==> config.mk <==
export PLATFORM = sky130hd
export DESIGN_NAME = wdt_timer
export DESIGN_NICKNAME = d
export VERILOG_FILES = /design/src/rtl/wdt_pkg.sv /design/src/rtl/wdt_reset_sync.sv /design/src/rtl/wdt_regs.sv /design/src/rtl/wdt_prescaler.sv /design/src/rtl/wdt_countdown.sv /design/src/rtl/wdt_timer.sv
export SDC_FILE = /design/constraint.sdc
export NUM_CORES = 1
export LEC_CHECK = 0
export BUFFER_PORTS_ARGS = -buffer_cell sky130_fd_sc_hd__buf_2
export CORE_ASPECT_RATIO = 2
export CORE_MARGIN = 4
export CORE_UTILIZATION = 25
export CTS_CLUSTER_DIAMETER = 30
export CTS_CLUSTER_SIZE = 28
export DETAILED_ROUTE_END_ITERATION = 10
export PLACE_DENSITY_LB_ADDON = 0.2
export SLEW_MARGIN = 20
export SYNTH_ARGS = -nofsm -noshare
export SYNTH_HDL_FRONTEND = slang
export SYNTH_HIERARCHICAL = 1
export SYNTH_SLANG_ARGS = --single-unit
==> constraint.sdc <==
create_clock -name clk -period 2.11 [get_ports clk]
set_input_delay 0.3165 -clock clk [delete_from_list [all_inputs] [get_ports clk]]
set_output_delay 0.3165 -clock clk [all_outputs]
set_load 0.01 [all_outputs]
==> src/rtl/wdt_pkg.sv <==
package wdt_pkg;
  // Byte address bits below this index select a byte within a word.
  localparam int unsigned WORD_LSB = 2;
  // Control register bit that enables the countdown.
  localparam int unsigned EN_BIT = 7;
  // Word indices of the two registers.
  localparam int unsigned IDX_CTRL  = 0;
  localparam int unsigned IDX_COUNT = 1;

  typedef enum logic [1:0] {
    SEL_CTRL  = 2'd0,
    SEL_COUNT = 2'd1,
    SEL_NONE  = 2'd2
  } reg_sel_e;
endpackage

==> src/rtl/wdt_reset_sync.sv <==
module wdt_reset_sync #(
  parameter int unsigned STAGES = 2
) (
  input  logic clk,
  input  logic arst_n,
  output logic srst_n
);
  logic [STAGES-1:0] sync_q;
  logic [STAGES-1:0] sync_d;

  always_comb begin
    sync_d = {sync_q[STAGES-2:0], 1'b1};
  end

  always_ff @(posedge clk or negedge arst_n) begin
    if (!arst_n) sync_q <= '0;
    else         sync_q <= sync_d;
  end

  assign srst_n = sync_q[STAGES-1];
endmodule

==> src/rtl/wdt_regs.sv <==
module wdt_regs
  import wdt_pkg::*;
#(
  parameter int unsigned ADDR_W = 4,
  parameter int unsigned DATA_W = 16,
  parameter int unsigned CNT_W  = 16
) (
  input  logic              clk,
  input  logic              rst_n,
  input  logic              req_valid,
  input  logic              req_write,
  input  logic [ADDR_W-1:0] req_addr,
  input  logic [DATA_W-1:0] req_wdata,
  input  logic [CNT_W-1:0]  cnt_live,
  output logic [DATA_W-1:0] ctrl_q,
  output logic              wr_count,
  output logic              wr_any,
  output logic [CNT_W-1:0]  load_val,
  output logic [DATA_W-1:0] rd_data
);
  localparam int unsigned IDX_W = ADDR_W - WORD_LSB;

  logic [IDX_W-1:0]  word_idx;
  logic              aligned;
  reg_sel_e          sel;
  logic              wr_ctrl;
  logic [DATA_W-1:0] ctrl_d;

  assign word_idx = req_addr[ADDR_W-1:WORD_LSB];
  assign aligned  = (req_addr[WORD_LSB-1:0] == '0);

  always_comb begin
    if (!aligned)                             sel = SEL_NONE;
    else if (word_idx == IDX_W'(IDX_CTRL))    sel = SEL_CTRL;
    else if (word_idx == IDX_W'(IDX_COUNT))   sel = SEL_COUNT;
    else                                      sel = SEL_NONE;
  end

  assign wr_ctrl  = req_valid && req_write && (sel == SEL_CTRL);
  assign wr_count = req_valid && req_write && (sel == SEL_COUNT);
  assign wr_any   = wr_ctrl || wr_count;
  assign load_val = req_wdata[CNT_W-1:0];

  always_comb begin
    ctrl_d = ctrl_q;
    if (wr_ctrl) ctrl_d = req_wdata;
  end

  always_ff @(posedge clk or negedge rst_n) begin
    if (!rst_n) ctrl_q <= '0;
    else        ctrl_q <= ctrl_d;
  end

  always_comb begin
    rd_data = '0;
    if (req_valid && !req_write) begin
      case (sel)
        SEL_CTRL:  rd_data = ctrl_q;
        SEL_COUNT: rd_data = DATA_W'(cnt_live);
        default:   rd_data = '0;
      endcase
    end
  end

  // control changes only on a decoded control write
  assert_ctrl_hold_R1: assert property (@(posedge clk) disable iff (!rst_n)
    !wr_ctrl |=> $stable(ctrl_q));
endmodule

==> src/rtl/wdt_prescaler.sv <==
module wdt_prescaler #(
  parameter int unsigned PER_W = 8
) (
  input  logic             clk,
  input  logic             rst_n,
  input  logic             run,
  input  logic             restart,
  input  logic [PER_W-1:0] period,
  output logic             tick
);
  logic [PER_W-1:0] pre_q;
  logic [PER_W-1:0] pre_d;
  logic             per_nz;
  logic             at_end;

  assign per_nz = (period != '0);
  assign at_end = (pre_q >= (period - PER_W'(1)));
  assign tick   = run && per_nz && at_end && !restart;

  always_comb begin
    pre_d = pre_q;
    if (restart)              pre_d = '0;
    else if (run && per_nz)   pre_d = at_end ? '0 : pre_q + PER_W'(1);
  end

  always_ff @(posedge clk or negedge rst_n) begin
    if (!rst_n) pre_q <= '0;
    else        pre_q <= pre_d;
  end

  // a zero period freezes the prescaler
  assert_halt_zero_period_R9: assert property (@(posedge clk) disable iff (!rst_n)
    (period == '0) && !restart |=> $stable(pre_q));
endmodule

==> src/rtl/wdt_countdown.sv <==
module wdt_countdown #(
  parameter int unsigned CNT_W = 16
) (
  input  logic             clk,
  input  logic             rst_n,
  input  logic             en,
  input  logic             tick,
  input  logic             wr_count,
  input  logic             wr_any,
  input  logic [CNT_W-1:0] load_val,
  output logic [CNT_W-1:0] count_q,
  output logic             pulse_q,
  output logic             run
);
  logic [CNT_W-1:0] count_d;
  logic             armed_q;
  logic             armed_d;
  logic             pulse_d;
  logic             expire;

  assign run    = en && (armed_q || pulse_q);
  assign expire = tick && armed_q && (count_q <= CNT_W'(1));

  always_comb begin
    count_d = count_q;
    if (wr_count)                                  count_d = load_val;
    else if (tick && armed_q && count_q != '0)     count_d = count_q - CNT_W'(1);
  end

  always_comb begin
    armed_d = armed_q;
    if (wr_any)      armed_d = 1'b1;
    else if (expire) armed_d = 1'b0;
  end

  always_comb begin
    pulse_d = pulse_q;
    if (!en)                  pulse_d = 1'b0;
    else if (expire)          pulse_d = 1'b1;
    else if (tick && pulse_q) pulse_d = 1'b0;
  end

  always_ff @(posedge clk or negedge rst_n) begin
    if (!rst_n) begin
      count_q <= '0;
      armed_q <= 1'b0;
      pulse_q <= 1'b0;
    end else begin
      count_q <= count_d;
      armed_q <= armed_d;
      pulse_q <= pulse_d;
    end
  end

  // the pulse only starts once the counter sits at zero
  assert_rise_at_zero_R4: assert property (@(posedge clk) disable iff (!rst_n)
    $rose(pulse_q) |-> count_q == '0);

  // a disabled timer has no pulse on the following edge
  assert_no_pulse_disabled_R2: assert property (@(posedge clk) disable iff (!rst_n)
    !en |=> !pulse_q);

  // a register write never coincides with the start of a pulse
  assert_write_wins_R10: assert property (@(posedge clk) disable iff (!rst_n)
    wr_any |=> !$rose(pulse_q));

  // without a load the count only holds or steps down by one
  assert_single_step_R3: assert property (@(posedge clk) disable iff (!rst_n)
    !wr_count |=> (count_q == $past(count_q)) || (count_q == $past(count_q) - CNT_W'(1)));

  // once disarmed the count holds until software writes
  assert_hold_after_expiry_R5: assert property (@(posedge clk) disable iff (!rst_n)
    !armed_q && !wr_any |=> $stable(count_q));
endmodule

==> src/rtl/wdt_timer.sv <==
module wdt_timer
  import wdt_pkg::*;
#(
  parameter int unsigned ADDR_W      = 4,
  parameter int unsigned DATA_W      = 16,
  parameter int unsigned CNT_W       = 16,
  parameter int unsigned PER_W       = 8,
  parameter int unsigned SYNC_STAGES = 2
) (
  input  logic              clk,
  input  logic              rst_n,
  input  logic              req_valid,
  input  logic              req_write,
  input  logic [ADDR_W-1:0] req_addr,
  input  logic [DATA_W-1:0] req_wdata,
  output logic [DATA_W-1:0] rd_data,
  input  logic [PER_W-1:0]  tick_period,
  output logic              wdt_pulse
);
  logic              srst_n;
  logic [DATA_W-1:0] ctrl_q;
  logic              wr_count;
  logic              wr_any;
  logic [CNT_W-1:0]  load_val;
  logic [CNT_W-1:0]  count_q;
  logic              run;
  logic              tick;
  logic              en;

  assign en = ctrl_q[EN_BIT];

  wdt_reset_sync #(.STAGES(SYNC_STAGES)) u_rst (
    .clk    (clk),
    .arst_n (rst_n),
    .srst_n (srst_n)
  );

  wdt_regs #(.ADDR_W(ADDR_W), .DATA_W(DATA_W), .CNT_W(CNT_W)) u_regs (
    .clk       (clk),
    .rst_n     (srst_n),
    .req_valid (req_valid),
    .req_write (req_write),
    .req_addr  (req_addr),
    .req_wdata (req_wdata),
    .cnt_live  (count_q),
    .ctrl_q    (ctrl_q),
    .wr_count  (wr_count),
    .wr_any    (wr_any),
    .load_val  (load_val),
    .rd_data   (rd_data)
  );

  wdt_prescaler #(.PER_W(PER_W)) u_pre (
    .clk     (clk),
    .rst_n   (srst_n),
    .run     (run),
    .restart (wr_any),
    .period  (tick_period),
    .tick    (tick)
  );

  wdt_countdown #(.CNT_W(CNT_W)) u_cnt (
    .clk      (clk),
    .rst_n    (srst_n),
    .en       (en),
    .tick     (tick),
    .wr_count (wr_count),
    .wr_any   (wr_any),
    .load_val (load_val),
    .count_q  (count_q),
    .pulse_q  (wdt_pulse),
    .run      (run)
  );
endmodule

==> results.sh, run 1 <==
export IMPL_synth_fp_nets=379
export IMPL_globalplace_congestion=0.7663
export IMPL_clock_latency_ns=0.29
export IMPL_fin_worst_skew_ns=0.005287
export IMPL_slowest_stage="or4_4"
export IMPL_drtIter0Drc=50
export IMPL_place_inst=555
export IMPL_synth_distinct_cells=58
export IMPL_relSlewSlack=0.6572
export IMPL_die_y_um=166.2
export IMPL_syn_avg_cell_area_um2=9.397
export IMPL_routed_wl_mm=8.707
export IMPL_finalSetupViolCount=26
export IMPL_slew_violations=0
export IMPL_synth_edff_count=0
export IMPL_slowest_delay_ns=0.56
export IMPL_ios=49
export IMPL_grt_antenna_before_repair=0
export IMPL_dieArea_um2=14480
export IMPL_cts_buffer_depth=2
export IMPL_p_clk_frac=0.254
export IMPL_setup_ws_ns=-0.9790
export IMPL_max_freq_mhz=323.7
export IMPL_post_route_period_util=1.464
export IMPL_arrival_ns=3.30
export IMPL_numCtsBuffers=5
export IMPL_num_fill_cells=1263
export IMPL_clkSinkCount=44
export IMPL_p_sw_mw=1.057
export IMPL_combPwrFrac=0.380
export IMPL_path_cells="buf_6, or4_4, nor4_4, xnor2_1, ha_1, nand4_1, a21oi_2, a21oi_2, nor3_4, nand4bb_4, or4_1, or4_1, a31oi_1"
export IMPL_grt_pass1_vias=2960
export IMPL_drive_gt1_frac=0.3895
export IMPL_grt_setup_unrepaired="true"
export IMPL_detail_route_antenna_nets=0
export IMPL_end_kind="flip-flop"
export IMPL_cts_root_buf="clkbuf_16"
export IMPL_vias=2763
export IMPL_start_util=0.2566
export IMPL_yosysSeqAreaShare=0.3519
export IMPL_worst_endpoint_required_ns=2.32
export IMPL_die_w_um=87.11
export IMPL_drc=0
export IMPL_path_delay_family="simple AND/OR/NAND/NOR gates"
export IMPL_fin_tns_setup_ns=-12.82
export IMPL_netlist_area_um2=3129
export IMPL_stdcell_count=568
export IMPL_p_leak_nw=1.928
export IMPL_hold_class="reg2async"
export IMPL_grt_overflow_total=0
export IMPL_synthArstFlopShare=1.000
export IMPL_area_growth_pct=31.27
export IMPL_peakVddDrop_uv=330.6
export IMPL_netlist_instances=333
export IMPL_core_area_um2=12200
export IMPL_switching_share=0.3267
export IMPL_nNetsFinal=467
export IMPL_wl_per_cell_um=15.33
export IMPL_drt_vias_per_instance=4.864
export IMPL_status="finished with violations"
export IMPL_grt_pass1_wl_mm=14.31
export IMPL_grt_start_max_net_pins=24
export IMPL_antennaDiodeCount=0
export IMPL_dr_pass1_iters=4
export IMPL_placed_cell_area_um2=3850
export IMPL_hold_slack_ns=0.2421
export IMPL_num_rows=57
export IMPL_final_core_util=0.3368
export IMPL_mostFrequentLayoutCells="62 x buf_4, 46 x buf_2, 43 x dfrtp_1"
export IMPL_p_seq_frac=0.366
export IMPL_final_common_cell="buf_4"
export IMPL_cp_start_kind="input port"
export IMPL_power_density_nw_per_um2=787.8
export IMPL_p_int_mw=2.179
export IMPL_hold_viol=0
export IMPL_tightest_slew_ns=0.5142
export IMPL_synthFlopType="dfrtp_1"
export IMPL_cts_tree="built"
export IMPL_path_buf_inv=1
export IMPL_violations="setup timing"
export IMPL_path_class="in2reg"
export IMPL_path_clk_slew_ns=0.06
export IMPL_yosys_warnings=6
export IMPL_synth_seq_cells=44
export IMPL_hpwl_mm=6.963
export IMPL_power_mw=3.236
export IMPL_port_buffer_count=48
export IMPL_maxCapViolations=0
export IMPL_htreeDepth=2
export IMPL_grtUsageTotal=0.1246
export IMPL_finalInstanceArea_um2=4108
export IMPL_min_period_ns=3.089
export IMPL_critPathMaxFanout=5
export IMPL_dp_slack_ns=-1.379
-- worst reg2reg max path, stage by stage, from the launching register on --
cell and delay, ns:
dfrtp_1 0.39, ha_1 0.27, o21ai_0 0.11, a21oi_2 0.21, a21oi_2 0.10, nor3_4 0.18
nand4bb_4 0.17, or4_1 0.44, or4_1 0.42, a31oi_1 0.17
-- registers in the layout, indices dropped and copies added (netlist names) --
name and cells:
u_cnt/count_q 16, u_regs/ctrl_q 16, u_pre/pre_q 8, u_rst/sync_q 2, u_cnt/armed_q 1, u_cnt/pulse_q 1
-- logic make-up after synthesis --
logic type	Yosys count	synth area share
adders and majority gates	14	0.05598
muxes	32	0.1207
buffers and inverters	50	0.09436
xor gates and xnor gates	6	0.01679
DFF	44	0.3519
AOI/OAI and AO/OA	54	0.1296
and+or+nand+nor	132	0.2295
other	1	0.001198
-- Yosys cell counts (all sizes together), types with 7 or more instances --
cell type  instances  area, µm²
a21oi             11      58.81
a31oi              9      56.30
buf               24      177.7
clkbuf             9      53.81
dfrtp             44       1101
ha                14      175.2
inv               17      63.81
mux2              16      217.7
mux2i             16      160.2
nand2             26      97.59
nand3             13      65.06
nand4              8      50.05
nor2              32      120.1
nor3              12      60.06
o21ai              7      38.79
or4                7      61.31
-- repair_timing --
| action | CTS | global route |
|---|---|---|
| pin swaps | 5 | 7 |
| setup buffers | 3 | 4 |
| setup endpoints to repair | 26 | 26 |
| hold endpoints to repair | 2 | 0 |
| hold buffers | 1 | 0 |
| gates resized for setup | 8 | 4 |
-- power groups by stage --
| stage | Clock, mW | Sequential, mW | Combinational, mW |
|---|---|---|---|
| floorplan | 0 | 1.22 | 0.686 |
| global placement | 0 | 1.21 | 1.17 |
| detailed placement | 0 | 1.20 | 1.19 |
| CTS | 0.857 | 1.19 | 1.23 |
| global route | 0.875 | 1.22 | 1.37 |
| finish | 0.822 | 1.18 | 1.23 |
-- routing by layer --
metal / share of wire / global-route usage
met2: 0.56 / 0.2360
met1: 0.38 / 0.1300
met4: 0.029 / 0.05544
met3: 0.027 / 0.01738
met5: 0 / 0
-- final timing paths --
kind	from	end	slack [ns]	cells after the start
setup / recovery	tick_period[5]	u_cnt/count_q[15]	-0.98	13
hold reg to reg	u_rst/sync_q[1]	u_cnt/count_q[12]	0.24	0
hold / removal	u_rst/sync_q[1]	u_cnt/count_q[12]	0.24	0
min in group clk	req_wdata[3]	u_cnt/count_q[3]	0.26	3
max in group asynchronous	u_rst/sync_q[1]	u_cnt/armed_q	1.36	1
setup reg to reg	u_pre/pre_q[2]	u_cnt/count_q[15]	-0.43	9
-- cell type report --
class / instances / area (µm²) / share of cell area
clock buffers: 7 / 152.6 / 0.03716
inverters: 17 / 63.81 / 0.01553
repair buffers: 114 / 779.5 / 0.1898
multi-input cells: 239 / 1826 / 0.4444
flip-flops and latches: 44 / 1102 / 0.2684
well taps: 147 / 183.9 / 0.04478
(Power assumes the default switching activity.)
==> run 2: changes to the inputs <==
--- a/config.mk
+++ b/config.mk
@@ -11,5 +11,5 @@
 export CORE_UTILIZATION = 25
 export CTS_CLUSTER_DIAMETER = 30
-export CTS_CLUSTER_SIZE = 28
+export CTS_CLUSTER_SIZE = 40
 export DETAILED_ROUTE_END_ITERATION = 10
 export PLACE_DENSITY_LB_ADDON = 0.2
==> constraint.sdc (replaced) <==
create_clock -name clk -period 2.11 [get_ports clk]
set_input_delay 0.422 -clock clk [delete_from_list [all_inputs] [get_ports clk]]
set_output_delay 0.422 -clock clk [all_outputs]
set_load 0.01 [all_outputs]
==> run 2 against run 1 <==
  * The run still ends with setup timing left
  * Clock skew down 0.0017 ns
  * Hold slack better by 0.0054 ns
  * Critical path depth up 1
  * Total power grew 3.2%
  * Clock power is 2.4% lower
  * Count of clock-buffer cells in the layout increased by 1
  * Non-clock buffer count increased by 8
  * Via count up 2.9%
  * Sequential share of layout area down 1.1 points
  * Combinational power up 9.8%
  * Sequential cell count unchanged
  * Die area unchanged
  * Critical endpoint is now u_cnt/count_q[13]
==> results.sh, run 2 (same netlist as run 1, synthesis figures left out) <==
export IMPL_antennaDiodeCount=0
export IMPL_fin_worst_skew_ns=0.003548
export IMPL_dp_slack_ns=-1.462
export IMPL_reg2reg_depth=13
export IMPL_grtUsageTotal=0.1267
export IMPL_final_common_cell="buf_4"
export IMPL_detail_route_antenna_nets=0
export IMPL_arrival_ns=3.42
export IMPL_r2r_end="u_cnt/count_q[2]"
export IMPL_nNetsFinal=475
export IMPL_globalplace_congestion=0.7776
export IMPL_wl_per_cell_um=15.69
export IMPL_slowest_stage="or4_4"
export IMPL_hpwl_mm=6.954
export IMPL_core_area_um2=12200
export IMPL_cts_tree="built"
export IMPL_largestRegisters="u_cnt/count_q (16), u_regs/ctrl_q (16), u_pre/pre_q (8)"
export IMPL_status="finished with violations"
export IMPL_hold_class="reg2async"
export IMPL_slew_violations=0
export IMPL_violations="setup timing"
export IMPL_drive_gt1_frac=0.4256
export IMPL_hold_slack_ns=0.2475
export IMPL_cp_start_kind="input port"
export IMPL_combPwrFrac=0.403
export IMPL_drtIter0Drc=61
export IMPL_drc=0
export IMPL_path_delay_family="simple AND/OR/NAND/NOR gates"
export IMPL_die_w_um=87.11
export IMPL_die_y_um=166.2
export IMPL_path_clk_slew_ns=0.06
export IMPL_p_clk_frac=0.240
export IMPL_grt_setup_unrepaired="true"
export IMPL_min_period_ns=3.212
export IMPL_dieArea_um2=14480
export IMPL_grt_pass1_vias=3098
export IMPL_routed_wl_mm=9.053
export IMPL_tightest_slew_ns=0.5247
export IMPL_slowest_delay_ns=0.56
export IMPL_r2r_slack_ns=-0.54
export IMPL_worst_endpoint_required_ns=2.32
export IMPL_final_core_util=0.3515
export IMPL_area_growth_pct=36.99
export IMPL_critPathMaxFanout=4
export IMPL_grt_antenna_before_repair=0
export IMPL_power_density_nw_per_um2=779.1
export IMPL_start_util=0.2566
export IMPL_peakVddDrop_uv=421.3
export IMPL_clkSinkCount=44
export IMPL_relSlewSlack=0.6502
export IMPL_grt_overflow_total=0
export IMPL_cts_root_buf="clkbuf_16"
export IMPL_p_sw_mw=1.118
export IMPL_grt_start_max_net_pins=24
export IMPL_num_rows=57
export IMPL_post_route_period_util=1.522
export IMPL_switching_share=0.3347
export IMPL_finalSetupViolCount=26
export IMPL_ios=49
export IMPL_end_kind="flip-flop"
export IMPL_mostFrequentLayoutCells="60 x buf_4, 46 x buf_2, 43 x dfrtp_1"
export IMPL_cts_buffer_depth=2
export IMPL_path_buf_inv=2
export IMPL_port_buffer_count=48
export IMPL_path_class="in2reg"
export IMPL_hold_viol=0
export IMPL_power_mw=3.340
export IMPL_htreeDepth=2
export IMPL_drt_vias_per_instance=4.925
export IMPL_maxCapViolations=0
export IMPL_numCtsBuffers=5
export IMPL_clock_latency_ns=0.28
export IMPL_crit_start="tick_period[5]"
export IMPL_p_int_mw=2.222
export IMPL_fin_tns_setup_ns=-18.72
export IMPL_dr_pass1_iters=4
export IMPL_setup_ws_ns=-1.102
export IMPL_p_seq_frac=0.357
export IMPL_num_fill_cells=1254
export IMPL_max_freq_mhz=311.4
export IMPL_path_cells="buf_6, or4_4, nor4_4, xnor2_1, ha_1, nand4_1, a21oi_2, a21oi_2, nor3_4, nand4bb_4, buf_6, or2_4, or4_4, a31oi_1"
export IMPL_vias=2842
export IMPL_p_leak_nw=2.015
export IMPL_grt_pass1_wl_mm=14.66
export IMPL_r2r_start="u_pre/pre_q[0]"
-- run 2: cell types whose count changed in the layout (fill, tap and decap cells not counted), moves of 2 or more --
cell      delta
buf_6        +8
o21ai_0      -3
buf_4        -2
clkbuf_1     +2
nand2_1      -2
nand2_4      +2
nand3_1      -2
nand3_2      +2
o21ai_1      +2
or4_1        -2
or4_4        +2
-- run 2: worst max-delay path by stage --
stage	endpoint	slack (ns)	cells past startpoint
5_1_grt	u_cnt/count_q[13]	-1.31	14
4_1_cts	u_cnt/count_q[13]	-1.05	14
6_report	u_cnt/count_q[13]	-1.10	14
3_5_place_dp	u_cnt/count_q[15]	-1.46	13
3_3_place_gp	u_cnt/count_q[15]	-1.39	13
2_1_floorplan	u_cnt/count_q[15]	-1.32	13
-- run 2: final cells by class --
| type | count | area [µm²] | area share |
|---|---|---|---|
| Multi-Input combinational cell | 239 | 1896 | 0.4422 |
| Sequential cell | 44 | 1102 | 0.2572 |
| Timing Repair Buffer | 122 | 894.6 | 0.2087 |
| Tap cell | 147 | 183.9 | 0.04291 |
| Clock buffer | 8 | 146.4 | 0.03415 |
| Inverter | 17 | 63.81 | 0.01489 |
-- run 2: timing repair --
action                                  4_1_cts  5_1_grt
buffers inserted                             11        7
endpoints found under the setup margin       26       26
pin swaps                                    13        6
cloned                                        0        1
hold buffers                                  1        0
resized for setup                            27       15
hold endpoints to repair                      2        0
-- run 2: metrics by stage --
stage / area, µm² / std cells
2_1_floorplan: 3189 / 333
3_3_place_gp: 3835 / 553
3_5_place_dp: 3835 / 553
4_1_cts: 4177 / 572
5_1_grt: 4287 / 577
6_report: 4287 / 577
-- run 2: worst reg2reg max path: cells and delay by family (launching register included) --
kind                       cells  cell delay (ns)
and+or+nand+nor                4             0.43
AOI/OAI and AO/OA              3             0.94
adders and majority gates      1             0.22
DFF                            1             0.38
buffers and inverters          5             0.62
-- run 2: routing by layer --
layer / GRT usage / vias to the layer above / wire, µm / part of all wire
li1: - / 1382 / - / -
met1: 0.1272 / 1391 / 3262 / 0.36
met2: 0.2519 / 59 / 5312 / 0.59
met3: 0.01787 / 10 / 334 / 0.037
met4: 0.04275 / 0 / 144 / 0.016
met5: 0 / - / 0 / 0
-- run 2: power by group through the flow --
stage | Sequential (mW) | Combinational, mW | Clock (mW)
2_1_floorplan | 1.22 | 0.686 | 0
3_3_place_gp | 1.21 | 1.16 | 0
3_5_place_dp | 1.21 | 1.19 | 0
4_1_cts | 1.20 | 1.26 | 0.833
5_1_grt | 1.22 | 1.49 | 0.859
6_report | 1.19 | 1.35 | 0.802
==> run 3: changes to the inputs <==
Settings changed: BUFFER_PORTS_ARGS -buffer_cell sky130_fd_sc_hd__buf_2 to default, DONT_BUFFER_PORTS from default to 1.
==> run 3 against run 2 <==
  * The flow still finishes with violations (setup timing)
  * Die area did not move
  * Largest cell class unchanged
  * Worst setup slack improved by 0.12 ns
  * Largest power group unchanged
  * Clock skew up 0.0051 ns
  * Global-route usage down 0.19 points
==> results.sh, run 3 (same netlist as run 1, synthesis figures left out) <==
export IMPL_dr_wl_met3_um=415
export IMPL_grt_start_max_net_pins=24
export IMPL_slew_violations=0
export IMPL_dieArea_um2=14480
export IMPL_cp_start_kind="input port"
export IMPL_cts_root_buf="clkbuf_16"
export IMPL_relSlewSlack=0.6014
export IMPL_post_route_period_util=1.465
export IMPL_min_period_ns=3.091
export IMPL_dp_slack_ns=-1.358
export IMPL_p_sw_mw=1.082
export IMPL_violations="setup timing"
export IMPL_top_layer_used="met4"
export IMPL_detail_route_antenna_nets=0
export IMPL_end_kind="flip-flop"
export IMPL_wl_per_cell_um=17.07
export IMPL_max_freq_mhz=323.5
export IMPL_die_y_um=166.2
export IMPL_globalplace_congestion=0.7992
export IMPL_peakVddDrop_uv=337.1
export IMPL_ios=49
export IMPL_grt_pass1_wl_mm=14.07
export IMPL_hold_viol=0
export IMPL_routed_wl_mm=8.995
export IMPL_hpwl_mm=6.924
export IMPL_grt_setup_unrepaired="true"
export IMPL_power_density_nw_per_um2=798.4
export IMPL_wl_met1_mm=3.127
export IMPL_die_w_um=87.11
export IMPL_drtIter0Drc=101
export IMPL_mostFrequentLayoutCells="63 x buf_4, 43 x dfrtp_1, 31 x nor2_1"
export IMPL_status="finished with violations"
export IMPL_combPwrFrac=0.385
export IMPL_drive_gt1_frac=0.3526
export IMPL_cts_buffer_depth=2
export IMPL_place_inst=507
export IMPL_drc=0
export IMPL_slowest_stage="or4_4"
export IMPL_grt_pass1_vias=2730
export IMPL_p_seq_frac=0.375
export IMPL_num_fill_cells=1278
export IMPL_path_class="in2reg"
export IMPL_finalSetupViolCount=26
export IMPL_numCtsBuffers=5
export IMPL_antennaDiodeCount=0
export IMPL_vias=2674
export IMPL_p_clk_frac=0.240
export IMPL_clkSinkCount=44
export IMPL_hold_class="in2reg"
export IMPL_slowest_delay_ns=0.55
export IMPL_nNetsFinal=425
export IMPL_num_rows=57
export IMPL_grt_overflow_total=0
export IMPL_fin_worst_skew_ns=0.008693
export IMPL_stdcell_count=527
export IMPL_path_cells="or4_4, nor4_4, xnor2_1, ha_1, nand4_1, a21oi_2, a21oi_2, nor3_4, nand4bb_4, or4_4, or4_1, a31oi_1"
export IMPL_htreeDepth=2
export IMPL_path_clk_slew_ns=0.07
export IMPL_final_common_cell="buf_4"
export IMPL_worst_endpoint_required_ns=2.32
export IMPL_tightest_slew_ns=0.5933
export IMPL_wl_met2_mm=5.275
export IMPL_area_growth_pct=28.19
export IMPL_grtUsageTotal=0.1249
export IMPL_port_buffer_count=0
export IMPL_core_area_um2=12200
export IMPL_critPathMaxFanout=4
export IMPL_clock_latency_ns=0.29
export IMPL_cts_tree="built"
export IMPL_maxCapViolations=0
export IMPL_start_util=0.2566
export IMPL_switching_share=0.3378
export IMPL_setup_ws_ns=-0.9807
export IMPL_p_leak_nw=1.799
export IMPL_arrival_ns=3.30
export IMPL_largestRegisters="u_cnt/count_q (16), u_regs/ctrl_q (16), u_pre/pre_q (8)"
export IMPL_p_int_mw=2.121
export IMPL_dr_pass1_iters=4
export IMPL_drt_vias_per_instance=5.074
export IMPL_grt_antenna_before_repair=0
[run 3: cell count changes in the layout (fill, tap and decap cells not counted), moves of 2 or more]
cell / change
nand3_2: -2
o311ai_2: +2
buf_2: -46
nor3_2: -2
buf_4: +3
buf_6: -6
[run 3: layer usage]
metal	global-route usage	up-vias
met3	0.02582	10
met1	0.1267	1333
li1	-	1275
met4	0.05010	0
met2	0.2373	56
met5	0	-
[run 3: timing repair]
| item | 4_1_cts | 5_1_grt |
|---|---|---|
| resized for setup | 6 | 33 |
| setup buffers | 5 | 8 |
| setup endpoints to repair | 26 | 26 |
| pin swaps | 3 | 17 |
| hold buffers | 1 | 0 |
| gates cloned | 0 | 0 |
| hold endpoints to repair | 2 | 0 |
[run 3: power groups by stage]
stage               registers [mW]  logic, mW  clock network [mW]
finish                        1.20       1.23               0.769
global route                  1.23       1.36               0.831
CTS                           1.20       1.14               0.799
detailed placement            1.22       1.10                   0
global placement              1.22       1.09                   0
floorplan                     1.22      0.686                   0
[run 3: layout make-up]
| class | instances | area (µm²) | share of cell area |
|---|---|---|---|
| clock buffer | 7 | 132.6 | 0.03306 |
| clock inverter | 1 | 5.005 | 0.001248 |
| inverter | 17 | 63.81 | 0.01591 |
| multi-input combinational | 239 | 1929 | 0.4810 |
| sequential | 44 | 1102 | 0.2748 |
| tap | 147 | 183.9 | 0.04585 |
| timing repair buffer | 72 | 594.3 | 0.1482 |
[run 3: final timing paths]
| check | start | end | slack [ns] | depth (start not counted) |
|---|---|---|---|---|
| min in group asynchronous | u_rst/sync_q[1] | u_regs/ctrl_q[12] | 0.27 | 0 |
| max in group asynchronous | u_rst/sync_q[1] | u_cnt/count_q[7] | 1.32 | 1 |
| min reg2reg | u_rst/sync_q[1] | u_regs/ctrl_q[12] | 0.27 | 0 |
| max | tick_period[5] | u_cnt/count_q[15] | -0.98 | 12 |
| max reg2reg | u_pre/pre_q[0] | u_cnt/count_q[4] | -0.64 | 13 |
| min | req_wdata[1] | u_cnt/count_q[1] | 0.26 | 2 |
[run 3: through the flow]
step           area (µm²)  hold WS, ns  total power [mW]  TNS (ns)  utilization
6_report             4011       0.2553             3.202    -16.21       0.3289
5_1_grt              4011       0.2584             3.421    -18.31       0.3289
4_1_cts              3809       0.2472             3.142    -12.11       0.3123
3_5_place_dp         3610       0.1265             2.321    -20.19       0.2960
3_3_place_gp         3610       0.1265             2.305    -18.84       0.2960
2_1_floorplan        3189       0.1264             1.910    -16.79            -
[run 3: critical path: cells and delay by family]
kind | cells | cell delay (ns)
XOR/XNOR | 1 | 0.10
AND/OR/NAND/NOR | 7 | 2.02
adder cells (fa/ha/maj) | 1 | 0.32
AO/OA/AOI/OAI | 3 | 0.44
